$ cat config.mk
export PLATFORM = sky130hd
export DESIGN_NAME = spi_status_ctrl
export DESIGN_NICKNAME = d
export VERILOG_FILES = /design/src/rtl/spi_status_ctrl.sv
export SDC_FILE = /design/constraint.sdc
export NUM_CORES = 1
export LEC_CHECK = 0
export ABC_AREA = 1
export ABC_CLOCK_PERIOD_IN_PS = 4490
export BUFFER_PORTS_ARGS = -buffer_cell sky130_fd_sc_hd__clkbuf_2
export CAP_MARGIN = 20
export CORE_UTILIZATION = 62
export CTS_CLUSTER_DIAMETER = 100
export DETAILED_ROUTE_END_ITERATION = 7
export PLACE_DENSITY = 0.79
export SLEW_MARGIN = 20
export SYNTH_ARGS = -nofsm -noshare
export SYNTH_HDL_FRONTEND = slang
export SYNTH_SLANG_ARGS = --single-unit
$ cat constraint.sdc
create_clock -name clk -period 4.49 [get_ports clk]
set_input_delay 0.6735 -clock clk [delete_from_list [all_inputs] [get_ports clk]]
set_output_delay 0.6735 -clock clk [all_outputs]
set_load 0.03 [all_outputs]
$ cat src/rtl/spi_status_ctrl.sv
module spi_status_ctrl #(
  parameter int unsigned WRITE_CYCLES = 250000
) (
  input  logic       clk,
  input  logic       rst_n,
  input  logic       cs_n,
  input  logic       sck,
  input  logic       mosi,
  input  logic       wp_n,
  output logic       miso,
  output logic [1:0] prot_bp
);
  localparam int unsigned TW = $clog2(WRITE_CYCLES + 1);
  localparam logic [7:0] OP_WREN = 8'h06;
  localparam logic [7:0] OP_RDSR = 8'h05;
  localparam logic [7:0] OP_WRSR = 8'h01;

  logic [2:0] sck_q, cs_q;
  logic [1:0] mosi_q, wp_q;

  always_ff @(posedge clk or negedge rst_n)
    if (!rst_n) begin
      sck_q  <= '0;
      cs_q   <= 3'b111;
      mosi_q <= '0;
      wp_q   <= 2'b11;
    end else begin
      sck_q  <= {sck_q[1:0], sck};
      cs_q   <= {cs_q[1:0], cs_n};
      mosi_q <= {mosi_q[0], mosi};
      wp_q   <= {wp_q[0], wp_n};
    end

  wire sck_rise = sck_q[1] & ~sck_q[2];
  wire sck_fall = ~sck_q[1] & sck_q[2];
  wire sel      = ~cs_q[1];
  wire cs_rise  = cs_q[1] & ~cs_q[2];

  logic [6:0] shreg;
  logic [2:0] bit_cnt, rd_bit;
  logic [1:0] byte_cnt;
  logic [7:0] opcode, snap;
  logic       rd_on, miso_r;
  logic       nx_srwd, pend_srwd;
  logic [1:0] nx_bp, pend_bp;

  logic       srwd, wel, wip;
  logic [1:0] bp_r;
  logic [TW-1:0] timer;

  wire [7:0] rx_byte = {shreg, mosi_q[1]};
  wire [7:0] status  = {srwd, 3'b000, bp_r, wel, wip};

  always_ff @(posedge clk or negedge rst_n)
    if (!rst_n) begin
      shreg    <= '0;
      bit_cnt  <= '0;
      byte_cnt <= '0;
      opcode   <= '0;
      rd_on    <= 1'b0;
      nx_srwd  <= 1'b0;
      nx_bp    <= '0;
    end else if (!sel) begin
      bit_cnt  <= '0;
      byte_cnt <= '0;
      opcode   <= '0;
      rd_on    <= 1'b0;
    end else if (sck_rise) begin
      shreg   <= rx_byte[6:0];
      bit_cnt <= bit_cnt + 3'd1;
      if (bit_cnt == 3'd7) begin
        if (byte_cnt != 2'd3) byte_cnt <= byte_cnt + 2'd1;
        if (byte_cnt == 2'd0) begin
          opcode <= rx_byte;
          rd_on  <= (rx_byte == OP_RDSR);
        end
        if (byte_cnt == 2'd1) begin
          nx_srwd <= rx_byte[7];
          nx_bp   <= rx_byte[3:2];
        end
      end
    end

  always_ff @(posedge clk or negedge rst_n)
    if (!rst_n) begin
      miso_r <= 1'b0;
      rd_bit <= '0;
      snap   <= '0;
    end else if (!sel) begin
      miso_r <= 1'b0;
      rd_bit <= '0;
    end else if (sck_fall && rd_on) begin
      rd_bit <= rd_bit + 3'd1;
      if (rd_bit == 3'd0) begin
        snap   <= status;
        miso_r <= status[7];
      end else begin
        miso_r <= snap[~rd_bit];
      end
    end

  wire frame_wren = cs_rise && opcode == OP_WREN && byte_cnt == 2'd1 && bit_cnt == 3'd0;
  wire frame_wrsr = cs_rise && opcode == OP_WRSR && byte_cnt == 2'd2 && bit_cnt == 3'd0;
  wire locked     = srwd & ~wp_q[1];
  wire start      = frame_wrsr & wel & ~wip & ~locked;
  wire done       = wip && timer == TW'(WRITE_CYCLES - 1);

  always_ff @(posedge clk or negedge rst_n)
    if (!rst_n) begin
      srwd      <= 1'b0;
      bp_r      <= '0;
      wel       <= 1'b0;
      wip       <= 1'b0;
      timer     <= '0;
      pend_srwd <= 1'b0;
      pend_bp   <= '0;
    end else begin
      if (start) begin
        wip       <= 1'b1;
        timer     <= '0;
        pend_srwd <= nx_srwd;
        pend_bp   <= nx_bp;
      end else if (done) begin
        wip  <= 1'b0;
        wel  <= 1'b0;
        srwd <= pend_srwd;
        bp_r <= pend_bp;
      end else if (wip) begin
        timer <= timer + 1'b1;
      end
      if (frame_wren && !wip) wel <= 1'b1;
    end

  assign miso    = miso_r;
  assign prot_bp = bp_r;
endmodule

## Word level (Yosys, flattened, before mapping)

Index checks and enable logic that the tools add are counted.

- Output and inout bits: 3
- Logic and storage cells: 109
- Bits in registers: 69
- Bits of input ports: 6

- Magnitude comparators: 1
- Add/subtract/negate cells: 4
- Equal/unequal tests: 10
- Bitwise gates (word level): 16
- Reduce and logical (&&, ||, !) cells: 29
- Mux-type cells: 28

Operators with widths:

| operator | count |
|---|---|
| 18-bit two-way mux | 3 |
| 8-bit two-way mux | 4 |
| 18-bit by 1-bit adder with 18-bit output, second input constant | 1 |
| 18-bit equality test, second input constant | 1 |
| 8-bit by 3-bit equality test with 1-bit output, second input constant | 2 |
| 2-bit nonzero test | 8 |
| 1-bit two-way mux | 12 |
| 3-bit two-way mux | 4 |
| 1-bit logical AND | 9 |
| 3-bit AND reduction | 3 |
| 8-bit by 1-bit equality test with 1-bit output, second input constant | 1 |
| 2-bit two-way mux | 4 |
| 1-bit inverter | 8 |
| 2-bit AND reduction | 4 |
| 1-bit bitwise AND | 7 |
| 3-bit by 1-bit adder with 3-bit output, second input constant | 2 |
| 3-bit zero test | 2 |
| 3-bit by 4-bit less-than comparator with 1-bit output, second input constant | 1 |
| 2-bit inequality test, second input constant | 2 |
| 4-bit AND reduction | 1 |
| 1-bit binary-select mux with 3-bit select | 1 |
| 3-bit equality test, second input constant | 1 |
| 3-bit inverter | 1 |
| 2-bit by 1-bit adder with 2-bit output, second input constant | 1 |
| other kinds (5) | 5 |

## Longest topological paths before layout

Gate-level depths: netlist of run 1.

- Depth in word-level cells: 10
- Depth in mapped cells: 11
- Depth with buffers taken out: 10

## Worst setup path before layout of run 1

Ideal clock, no wire load.

- Path kind: flip-flop to flip-flop
- From: register timer[0]
- To: register timer[17]
- Library setup time: 0.119 ns
- Data required time: 4.371 ns
- Stages on the path, launching flop included: 11
- Buffers on the path: 1
- Slack: 3.016 ns
- Period minus slack after synthesis: 1.474 ns
- Arrival time: 1.355 ns
- Cells stage by stage: dfrtp_1 > ha_1 > nand3_1 > inv_2 > nand3_1 > nor2_2 > nor2_2 > buf_6 > nand3_1 > nand2_1 > nor2_1

- Longest elaborated chain between the ends: 4
- Elaborated cells on any way between the ends: 8
- Classes of those cells: add/sub (1); eq/ne (2); mux (3); reduce/logical (2)

Ends and longest elaborated chain:

| element | line | RTL |
|---|---|---|
| start, declared | 49 | `logic [TW-1:0] timer;` |
| start signal, assigned | 129 | `timer <= timer + 1'b1;` |
| 18-bit by 1-bit adder with 18-bit output or 18-bit equality test (tied branches) | 129, 106 |  |
| 18-bit two-way mux or 1-bit logical AND (tied branches) | 128, 106 |  |
| 18-bit two-way mux or 2-bit inequality test (tied branches) | -- |  |
| 18-bit two-way mux or 2-bit AND reduction (tied branches) | -- |  |

Parallel ways exist; a longest one is shown, timed or not. The select of a mux whose other input is x is not followed.
A chain may end at the register's enable or synchronous reset.

## Worst setup path in the final report of run 1

- From: register wip
- To: register timer[2]

- Longest elaborated chain between the ends: 5
- Elaborated cells on any way between the ends: 8
- Classes of those cells: eq/ne (1); mux (1); bitwise (3); reduce/logical (3)

Ends and longest elaborated chain:

| element | line | RTL |
|---|---|---|
| start, declared | 47 | `logic srwd, wel, wip;` |
| start signal, assigned | 113 | `wip <= 1'b0;` |
| start signal, assigned | 119 | `wip <= 1'b1;` |
| start signal, assigned | 124 | `wip <= 1'b0;` |
| 1-bit inverter | 105 | `wire start = frame_wrsr & wel & ~wip & ~locked;` |
| 1-bit bitwise AND (2 in a row) | 105 |  |
| 2-bit inequality test (no line) or 2-bit nonzero test (tied branches) | -- |  |
| 2-bit AND reduction (no line) | -- |  |

Parallel ways exist; a longest one is shown, timed or not.

==> tab_implementation.tex, run 1 <==
\begin{tabular}{lr}
\hline
Metric & Value \\
\hline
\multicolumn{2}{l}{\textbf{Global routing}} \\
\quad Initial antenna violation count & 0 \\
\quad Number of global-route vias before repair & 2,519 \\
\quad GR peak layer & met2 \\
\quad Global-route wire length before repair & 11.2 mm \\
\quad Total routing usage reported by global routing & 26.7\% \\
\quad GR Layer Usage met1 & 37.5\% \\
\quad Maximum number of pins on one net before global-route repair & 43 \\
\quad Met3 global-route usage & 6.88\% \\
\quad Global-route met2 utilization & 39.9\% \\
\quad Global route overflow & 0 \\
\multicolumn{2}{l}{\textbf{Critical path}} \\
\quad Most used cell, CP & nand2\_1 \\
\quad Critical path type & reg -> reg \\
\quad Critical path required time & 4790 ps \\
\quad Maximum fanout along the worst path & 21 \\
\quad Family of cells with the greatest summed delay on the critical path & simple AND/OR/NAND/NOR gates \\
\quad Crit. End Element & flip-flop \\
\quad Cell chain of the critical path & nand2\_2, inv\_1, nand2\_1, nor2\_1, nand3\_2, nand2\_1, nand2\_1, nand2\_1, nand2\_1, inv\_1 \\
\quad Number of buffer and inverter instances along the worst setup path & 2 \\
\quad Startpoint type of the worst setup path & flip-flop \\
\quad Crit path DAT & 2330 ps \\
\quad Slowest stage cell, crit path & dfrtp\_1 \\
\quad Largest stage delay on the critical path & 730 ps \\
\multicolumn{2}{l}{\textbf{Clock network}} \\
\quad Post-cts repair resize count & 0 \\
\quad Count of hold buffers inserted by post-cts repair & 0 \\
\quad Number of H-tree branching levels & 3 \\
\quad Clk pin slew, worst setup/hold paths & 80 ps \\
\quad Worst skew pair latency & 350 ps \\
\quad Number of buffers inserted to repair setup after CTS & 0 \\
\quad Clock tree sinks & 69 \\
\quad Largest buffer count on any clock path & 2 \\
\quad CTS tree & yes \\
\quad Root Buffer & clkbuf\_8 \\
\quad Number of buffers created by CTS & 9 \\
\multicolumn{2}{l}{\textbf{Logic synthesis}} \\
\quad Sequential cell area fraction in the yosys report & 51.3\% \\
\quad Complex-gate fraction of the synthesized area & 8.14\% \\
\quad Largest cells by area after synthesis & dfrtp\_1 47\%, nand2\_1 11\%, nand3\_1 6.8\% \\
\quad Multiplexer area fraction after synthesis & 0\% \\
\quad Main combinational cell family by area after synthesis & simple AND/OR/NAND/NOR gates \\
\quad Synthesized net count & 439 \\
\quad Simple-gate share of the synthesized area & 28.6\% \\
\quad Avg Synthesized Cell Area & 7.99 sq um \\
\quad Synth Area in Adders & 3.70\% \\
\quad Xor/xnor cell area share of the yosys netlist & 0\% \\
\quad Post-synthesis cell type count & 27 \\
\quad Area share of the largest cell type after synthesis & 47.4\% \\
\quad Synthesis Warnings & 0 \\
\quad Post-synthesis register bit count & 69 \\
\quad Synth Instances & 423 \\
\quad Cell type contributing the most total cell area after synthesis & dfrtp\_1 \\
\quad Netlist Area Pre-Place & 0.00338 sq mm \\
\multicolumn{2}{l}{\textbf{Detailed routing}} \\
\quad TritonRoute pass-1 iters & 5 \\
\quad Average wire per cell in the routed design & 13.4 um \\
\quad Antenna-violating nets left & 0 \\
\quad Total Wirelength & 6.81 mm \\
\quad Iteration-0 DRC Markers & 188 \\
\quad Number of vias after detailed routing & 2,767 \\
\quad Post-detailed-route via-to-cell ratio & 5.43 \\
\quad Final routed DRC violation total & 0 \\
\multicolumn{2}{l}{\textbf{Placement}} \\
\quad Number of cells in the design after placement & 494 \\
\quad Worst slack, placed & 2540 ps \\
\quad Area after DPL & 0.00345 sq mm \\
\quad Buffers added on ports & 8 \\
\quad Placer congestion estimate & 0.903 \\
\quad Post-DP HPWL & 4.82 mm \\
\multicolumn{2}{l}{\textbf{Finish}} \\
\quad Most common cell after layout, fill and taps aside & nand2\_1 \\
\quad Fraction of layout instances using a drive strength above 1 & 9.55\% \\
\quad Core occupancy in the finished layout & 70.7\% \\
\quad P\&R area growth vs syn & 8.22\% \\
\quad ANT cells & 0 \\
\quad Leading cell types in the layout, fill and taps excluded & 101 x nand2\_1, 64 x dfrtp\_1, 56 x nor2\_1 \\
\quad Non-Filler Cell Area, Final & 0.00366 sq mm \\
\quad NumNets Final & 451 \\
\quad Post-route insts no fill & 510 \\
\quad Fillcell total & 420 \\
\multicolumn{2}{l}{\textbf{Floorplanning}} \\
\quad Number of primary I/O pins & 9 \\
\quad Vert. Die Dim & 75.8 um \\
\quad Die Footprint & 0.00575 sq mm \\
\quad Number of rows created at floorplan & 26 \\
\quad Starting utilization of the core area & 65.4\% \\
\quad Horizontal die dimension & 75.8 um \\
\quad Floorplan core area & 0.00517 sq mm \\
\multicolumn{2}{l}{\textbf{Timing}} \\
\quad Final hold violation count & 0 \\
\quad Final TNS setup & 0 ps \\
\quad Number of pins with negative max-slew slack in the final report & 0 \\
\quad Final Cycle Share & 45.2\% \\
\quad Setup-violating endpoint count in the final report & 0 \\
\quad RSZ-0062 raised after global routing & no \\
\quad Final critical-path required period & 2030 ps \\
\quad Max-Slew Margin vs Limit & 48.9\% \\
\quad Fin Clk Skew & 9.51 ps \\
\quad Worst slack on hold paths & 336 ps \\
\quad Slew of the pin with the lowest slew margin & 764 ps \\
\quad Max Clock Freq & 493 MHz \\
\quad Final setup slack of the worst path & 2460 ps \\
\multicolumn{2}{l}{\textbf{Power}} \\
\quad Static leakage power & 1.79 nW \\
\quad Worst supply voltage drop on vdd & 0.267 mV \\
\quad Cell Pwr Density & 358 mW/mm\^{}2 \\
\quad Total chip power & 1.31 mW \\
\multicolumn{2}{l}{\textbf{Min path}} \\
\quad Worst hold path class & in -> async \\
\multicolumn{2}{l}{\textbf{Outcome}} \\
\quad Result of the run & finished clean \\
\multicolumn{2}{l}{\textbf{Job}} \\
\quad Count of maximum capacitance violations & 0 \\
\hline
\end{tabular}
final timing paths:
check	startpoint	to	slack, ps	cells past startpoint
worst max-delay path	wip	timer[2]	2460	10
worst min-delay path	rst_n	miso	340	1
worst max register to register	wip	timer[2]	2460	10
worst min register to register	cs_q[0]	cs_q[1]	360	0
max in group asynchronous	rst_n	wp_q[1]	3190	2
min in group clk	cs_q[0]	cs_q[1]	360	0
flip-flops by register name, indices dropped and copies added (netlist names), 2 cells and up:
register  count
byte_cnt      2
opcode        8
pend_bp       2
mosi_q        2
rd_bit        3
sck_q         3
prot_bp       2
nx_bp         2
timer        18
shreg         7
bit_cnt       3
snap          5
cs_q          3
wp_q          2
metal layers:
| layer | vias to the layer above | share of wire, % |
|---|---|---|
| li1 | 1375 | - |
| met2 | 73 | 45 |
| met4 | 0 | 1.6 |
| met1 | 1306 | 48 |
| met5 | - | 0 |
| met3 | 13 | 5.1 |
layout make-up:
| class | count | area [sq um] | area share (%) |
|---|---|---|---|
| Timing Repair Buffer | 9 | 47.5 | 1.30 |
| Multi-Input combinational cell | 288 | 1370 | 37.4 |
| Inverter | 58 | 219 | 5.98 |
| Tap cell | 70 | 87.6 | 2.39 |
| Clock inverter | 3 | 45.0 | 1.23 |
| Clock buffer | 13 | 159 | 4.34 |
| Sequential cell | 69 | 1730 | 47.4 |
Yosys cell counts, drive strengths merged:
cell type,n
nand3,49
o22ai,1
dfstp,5
nand4,5
and3,1
buf,6
nor2,59
o21ai,35
a21oi,15
o21bai,1
clkinv,1
nor4,4
inv,57
o211ai,1
clkbuf,2
dfrtp,64
ha,10
nor3,5
nand2,102
kinds of logic (layout without fill, tap and decap cells):
group / Yosys count / after routing
buffers and inverters: 66 / 83
adders and majority gates: 10 / 10
AOI/OAI and AO/OA: 53 / 53
DFF: 69 / 69
and+or+nand+nor: 225 / 225
where the power goes:
part	switching (mW)	internal (mW)
combinational	0.0706	0.0367
clock	0.223	0.287
sequential	0.0326	0.662
Power figures use the tool's default switching activity.
==> run 2: changes to the inputs <==
--- a/config.mk
+++ b/config.mk
@@ -5,14 +5,14 @@
 export SDC_FILE = /design/constraint.sdc
 export NUM_CORES = 1
 export LEC_CHECK = 0
-export ABC_AREA = 1
-export ABC_CLOCK_PERIOD_IN_PS = 4490
+export ABC_AREA = 0
+export ABC_CLOCK_PERIOD_IN_PS = 2000
 export BUFFER_PORTS_ARGS = -buffer_cell sky130_fd_sc_hd__clkbuf_2
 export CAP_MARGIN = 20
-export CORE_UTILIZATION = 62
+export CORE_UTILIZATION = 61
 export CTS_CLUSTER_DIAMETER = 100
 export DETAILED_ROUTE_END_ITERATION = 7
-export PLACE_DENSITY = 0.79
+export PLACE_DENSITY = 0.78
 export SLEW_MARGIN = 20
 export SYNTH_ARGS = -nofsm -noshare
 export SYNTH_HDL_FRONTEND = slang
==> constraint.sdc (replaced) <==
create_clock -name clk -period 2 [get_ports clk]
set_input_delay 0.3 -clock clk [delete_from_list [all_inputs] [get_ports clk]]
set_output_delay 0.3 -clock clk [all_outputs]
set_load 0.03 [all_outputs]
==> tab_implementation.tex, run 2 <==
\begin{tabular}{lr}
\hline
Metric & Value \\
\hline
\multicolumn{2}{l}{\textbf{Outcome}} \\
\quad Result of the run & finished clean \\
\multicolumn{2}{l}{\textbf{Logic synthesis}} \\
\quad Top flip-flop cell by instance count after synthesis & dfrtp\_1 \\
\quad Leading cell type by number of instances after synthesis & dfrtp\_1 \\
\quad Number of synthesized flops with an enable pin & 0 \\
\quad Synthesis Warnings & 0 \\
\quad Area share of the largest cell type after synthesis & 51.7\% \\
\quad Avg Synthesized Cell Area & 10.8 sq um \\
\quad Largest cells by area after synthesis & dfrtp\_1 52\%, nand2\_1 5.7\%, mux2\_2 5.1\% \\
\quad Commonest cells post-synth & 64 x dfrtp\_1, 47 x nand2\_1, 24 x nor2\_1, 15 x a21oi\_1 \\
\quad Cell type contributing the most total cell area after synthesis & dfrtp\_1 \\
\quad Synth Instances & 287 \\
\quad Post-synthesis register bit count & 69 \\
\quad Post-synthesis cell type count & 43 \\
\quad Synthesized net count & 303 \\
\quad Sequential cell area fraction in the yosys report & 55.9\% \\
\quad Netlist Area Pre-Place & 0.00310 sq mm \\
\quad Synth async-reset ratio & 100\% \\
\multicolumn{2}{l}{\textbf{Critical path}} \\
\quad Worst reg2reg path endpoint & prot\_bp[1] \\
\quad Startpoint type of the worst setup path & flip-flop \\
\quad Worst setup endpoint & prot\_bp[1] \\
\quad Reg2reg setup slack & 20 ps \\
\quad Critical path type & reg -> reg \\
\quad Crit. End Element & flip-flop \\
\quad Critical path required time & 2220 ps \\
\quad Worst setup path startpoint & timer[13] \\
\quad Reg-to-reg critical path startpoint & timer[13] \\
\quad Maximum fanout along the worst path & 6 \\
\quad Crit path DAT & 2200 ps \\
\quad Worst Reg-to-Reg Cells & 4 \\
\multicolumn{2}{l}{\textbf{Global routing}} \\
\quad Number of global-route vias before repair & 2,173 \\
\quad Maximum number of pins on one net before global-route repair & 36 \\
\quad Global route overflow & 0 \\
\quad Global-route wire length before repair & 10.6 mm \\
\quad Total routing usage reported by global routing & 27.2\% \\
\quad Initial antenna violation count & 0 \\
\multicolumn{2}{l}{\textbf{Clock network}} \\
\quad Number of buffers created by CTS & 9 \\
\quad CTS tree & yes \\
\quad Largest buffer count on any clock path & 2 \\
\quad Worst skew pair latency & 340 ps \\
\quad Number of H-tree branching levels & 3 \\
\quad Root Buffer & clkbuf\_8 \\
\quad Clk pin slew, worst setup/hold paths & 70 ps \\
\quad Clock tree sinks & 69 \\
\multicolumn{2}{l}{\textbf{Finish}} \\
\quad Most common cell after layout, fill and taps aside & dfrtp\_1 \\
\quad Core occupancy in the finished layout & 74.1\% \\
\quad Largest registers & timer (18), opcode (8), shreg (7) \\
\quad ANT cells & 0 \\
\quad NumNets Final & 334 \\
\quad Non-Filler Cell Area, Final & 0.00357 sq mm \\
\quad P\&R area growth vs syn & 15.1\% \\
\quad Leading cell types in the layout, fill and taps excluded & 61 x dfrtp\_1, 46 x nand2\_1, 24 x nor2\_1 \\
\quad Largest register by flop count & timer \\
\quad Post-route insts no fill & 390 \\
\quad Flip-flop count of the largest register after layout & 18 \\
\quad Fraction of layout instances using a drive strength above 1 & 22.3\% \\
\multicolumn{2}{l}{\textbf{Timing}} \\
\quad Final setup slack of the worst path & 23.9 ps \\
\quad Setup-violating endpoint count in the final report & 0 \\
\quad Max-Slew Margin vs Limit & 59.2\% \\
\quad Max Clock Freq & 506 MHz \\
\quad Worst slack on hold paths & 43.7 ps \\
\quad RSZ-0062 raised after global routing & no \\
\quad Slew of the pin with the lowest slew margin & 610 ps \\
\quad Final Cycle Share & 98.8\% \\
\quad Number of pins with negative max-slew slack in the final report & 0 \\
\quad Final TNS setup & 0 ps \\
\quad Fin Clk Skew & 11.7 ps \\
\quad Final critical-path required period & 1980 ps \\
\quad Final hold violation count & 0 \\
\multicolumn{2}{l}{\textbf{Floorplanning}} \\
\quad Die Footprint & 0.00537 sq mm \\
\quad Vert. Die Dim & 73.3 um \\
\quad Starting utilization of the core area & 64.4\% \\
\quad Floorplan core area & 0.00482 sq mm \\
\quad Number of rows created at floorplan & 25 \\
\quad Horizontal die dimension & 73.3 um \\
\quad Number of primary I/O pins & 9 \\
\multicolumn{2}{l}{\textbf{Placement}} \\
\quad Area after DPL & 0.00332 sq mm \\
\quad Placer congestion estimate & 0.838 \\
\quad Post-DP HPWL & 4.45 mm \\
\quad Buffers added on ports & 8 \\
\quad Worst slack, placed & 32.8 ps \\
\quad Number of cells in the design after placement & 369 \\
\multicolumn{2}{l}{\textbf{Min path}} \\
\quad Worst hold path class & in -> reg \\
\multicolumn{2}{l}{\textbf{Power}} \\
\quad Total chip power & 2.78 mW \\
\quad Worst supply voltage drop on vdd & 0.700 mV \\
\quad Cell Pwr Density & 778 mW/mm\^{}2 \\
\quad Static leakage power & 1.67 nW \\
\multicolumn{2}{l}{\textbf{Detailed routing}} \\
\quad Final routed DRC violation total & 0 \\
\quad Total Wirelength & 6.45 mm \\
\quad TritonRoute pass-1 iters & 4 \\
\quad Post-detailed-route via-to-cell ratio & 5.85 \\
\quad Number of vias after detailed routing & 2,280 \\
\quad Antenna-violating nets left & 0 \\
\quad Average wire per cell in the routed design & 16.5 um \\
\quad Iteration-0 DRC Markers & 206 \\
\multicolumn{2}{l}{\textbf{Job}} \\
\quad Count of maximum capacitance violations & 0 \\
\hline
\end{tabular}
-- run 2: cell types whose count changed in the layout (fill, tap and decap cells not counted), sizes merged, moves of 5 or more --
cell	delta
nand2	-55
inv	-49
nand3	-35
nor2	-35
o21ai	-25
buf	+19
mux2	+16
xnor2	+8
xor2	+5
-- run 2: final cells by class --
cell class	instances	area (sq um)
clock buffer	12	145
clock inverter	4	47.5
fill	343	1250
inverter	8	30.0
multi-input combinational	201	1310
sequential	69	1740
tap	67	83.8
timing repair buffer	29	213
-- run 2: worst min-delay path by stage --
stage,startpoint,cells past startpoint,end,slack [ps]
finish,wp_n,1,wp_q[0],40
CTS,wp_n,1,wp_q[0],30
global placement,rst_n,1,snap[7],230
floorplan,rst_n,0,bit_cnt[0],4
detailed placement,rst_n,1,snap[7],230
global route,wp_n,1,wp_q[0],20
-- run 2: metal layers --
| metal | vias to the layer above | part of all wire [%] | track usage (%) |
|---|---|---|---|
| met3 | 13 | 5.5 | 6.86 |
| met1 | 1129 | 44 | 36.1 |
| met5 | - | 0 | 0 |
| met4 | 0 | 1.7 | 10.9 |
| li1 | 1064 | - | - |
| met2 | 74 | 48 | 43.3 |
-- run 2: worst max-delay path, stage by stage (launching register included) --
cell and delay [ps]:
dfrtp_2 440, or3b_2 500, nor4_4 320, and2b_2 260, mux2_1 340
-- run 2: repair_timing --
item | in CTS | in global routing
hold buffers | 1 | 0
endpoints found under the setup margin | 0 | 15
resized for setup | 0 | 6
endpoints found under the hold margin | 12 | 0
buffers inserted | 0 | 4
-- run 2: cells by family (layout without fill, tap and decap cells) --
family                     after synthesis  after routing  synth area share, %
and+or+nand+nor                        128            128                 21.6
muxes                                   18             18                 6.86
xor gates and xnor gates                13             13                 3.67
adders and majority gates               10             10                 4.04
buffers and inverters                   17             53                 2.14
AOI/OAI and AO/OA                       32             32                 5.81
DFF                                     69             69                 55.9
-- run 2: where the power goes --
part / switching [mW] / internal (mW) / leakage, nW
clock network: 0.488 / 0.606 / 0.0964
logic: 0.0651 / 0.0731 / 0.655
registers: 0.0748 / 1.47 / 0.918
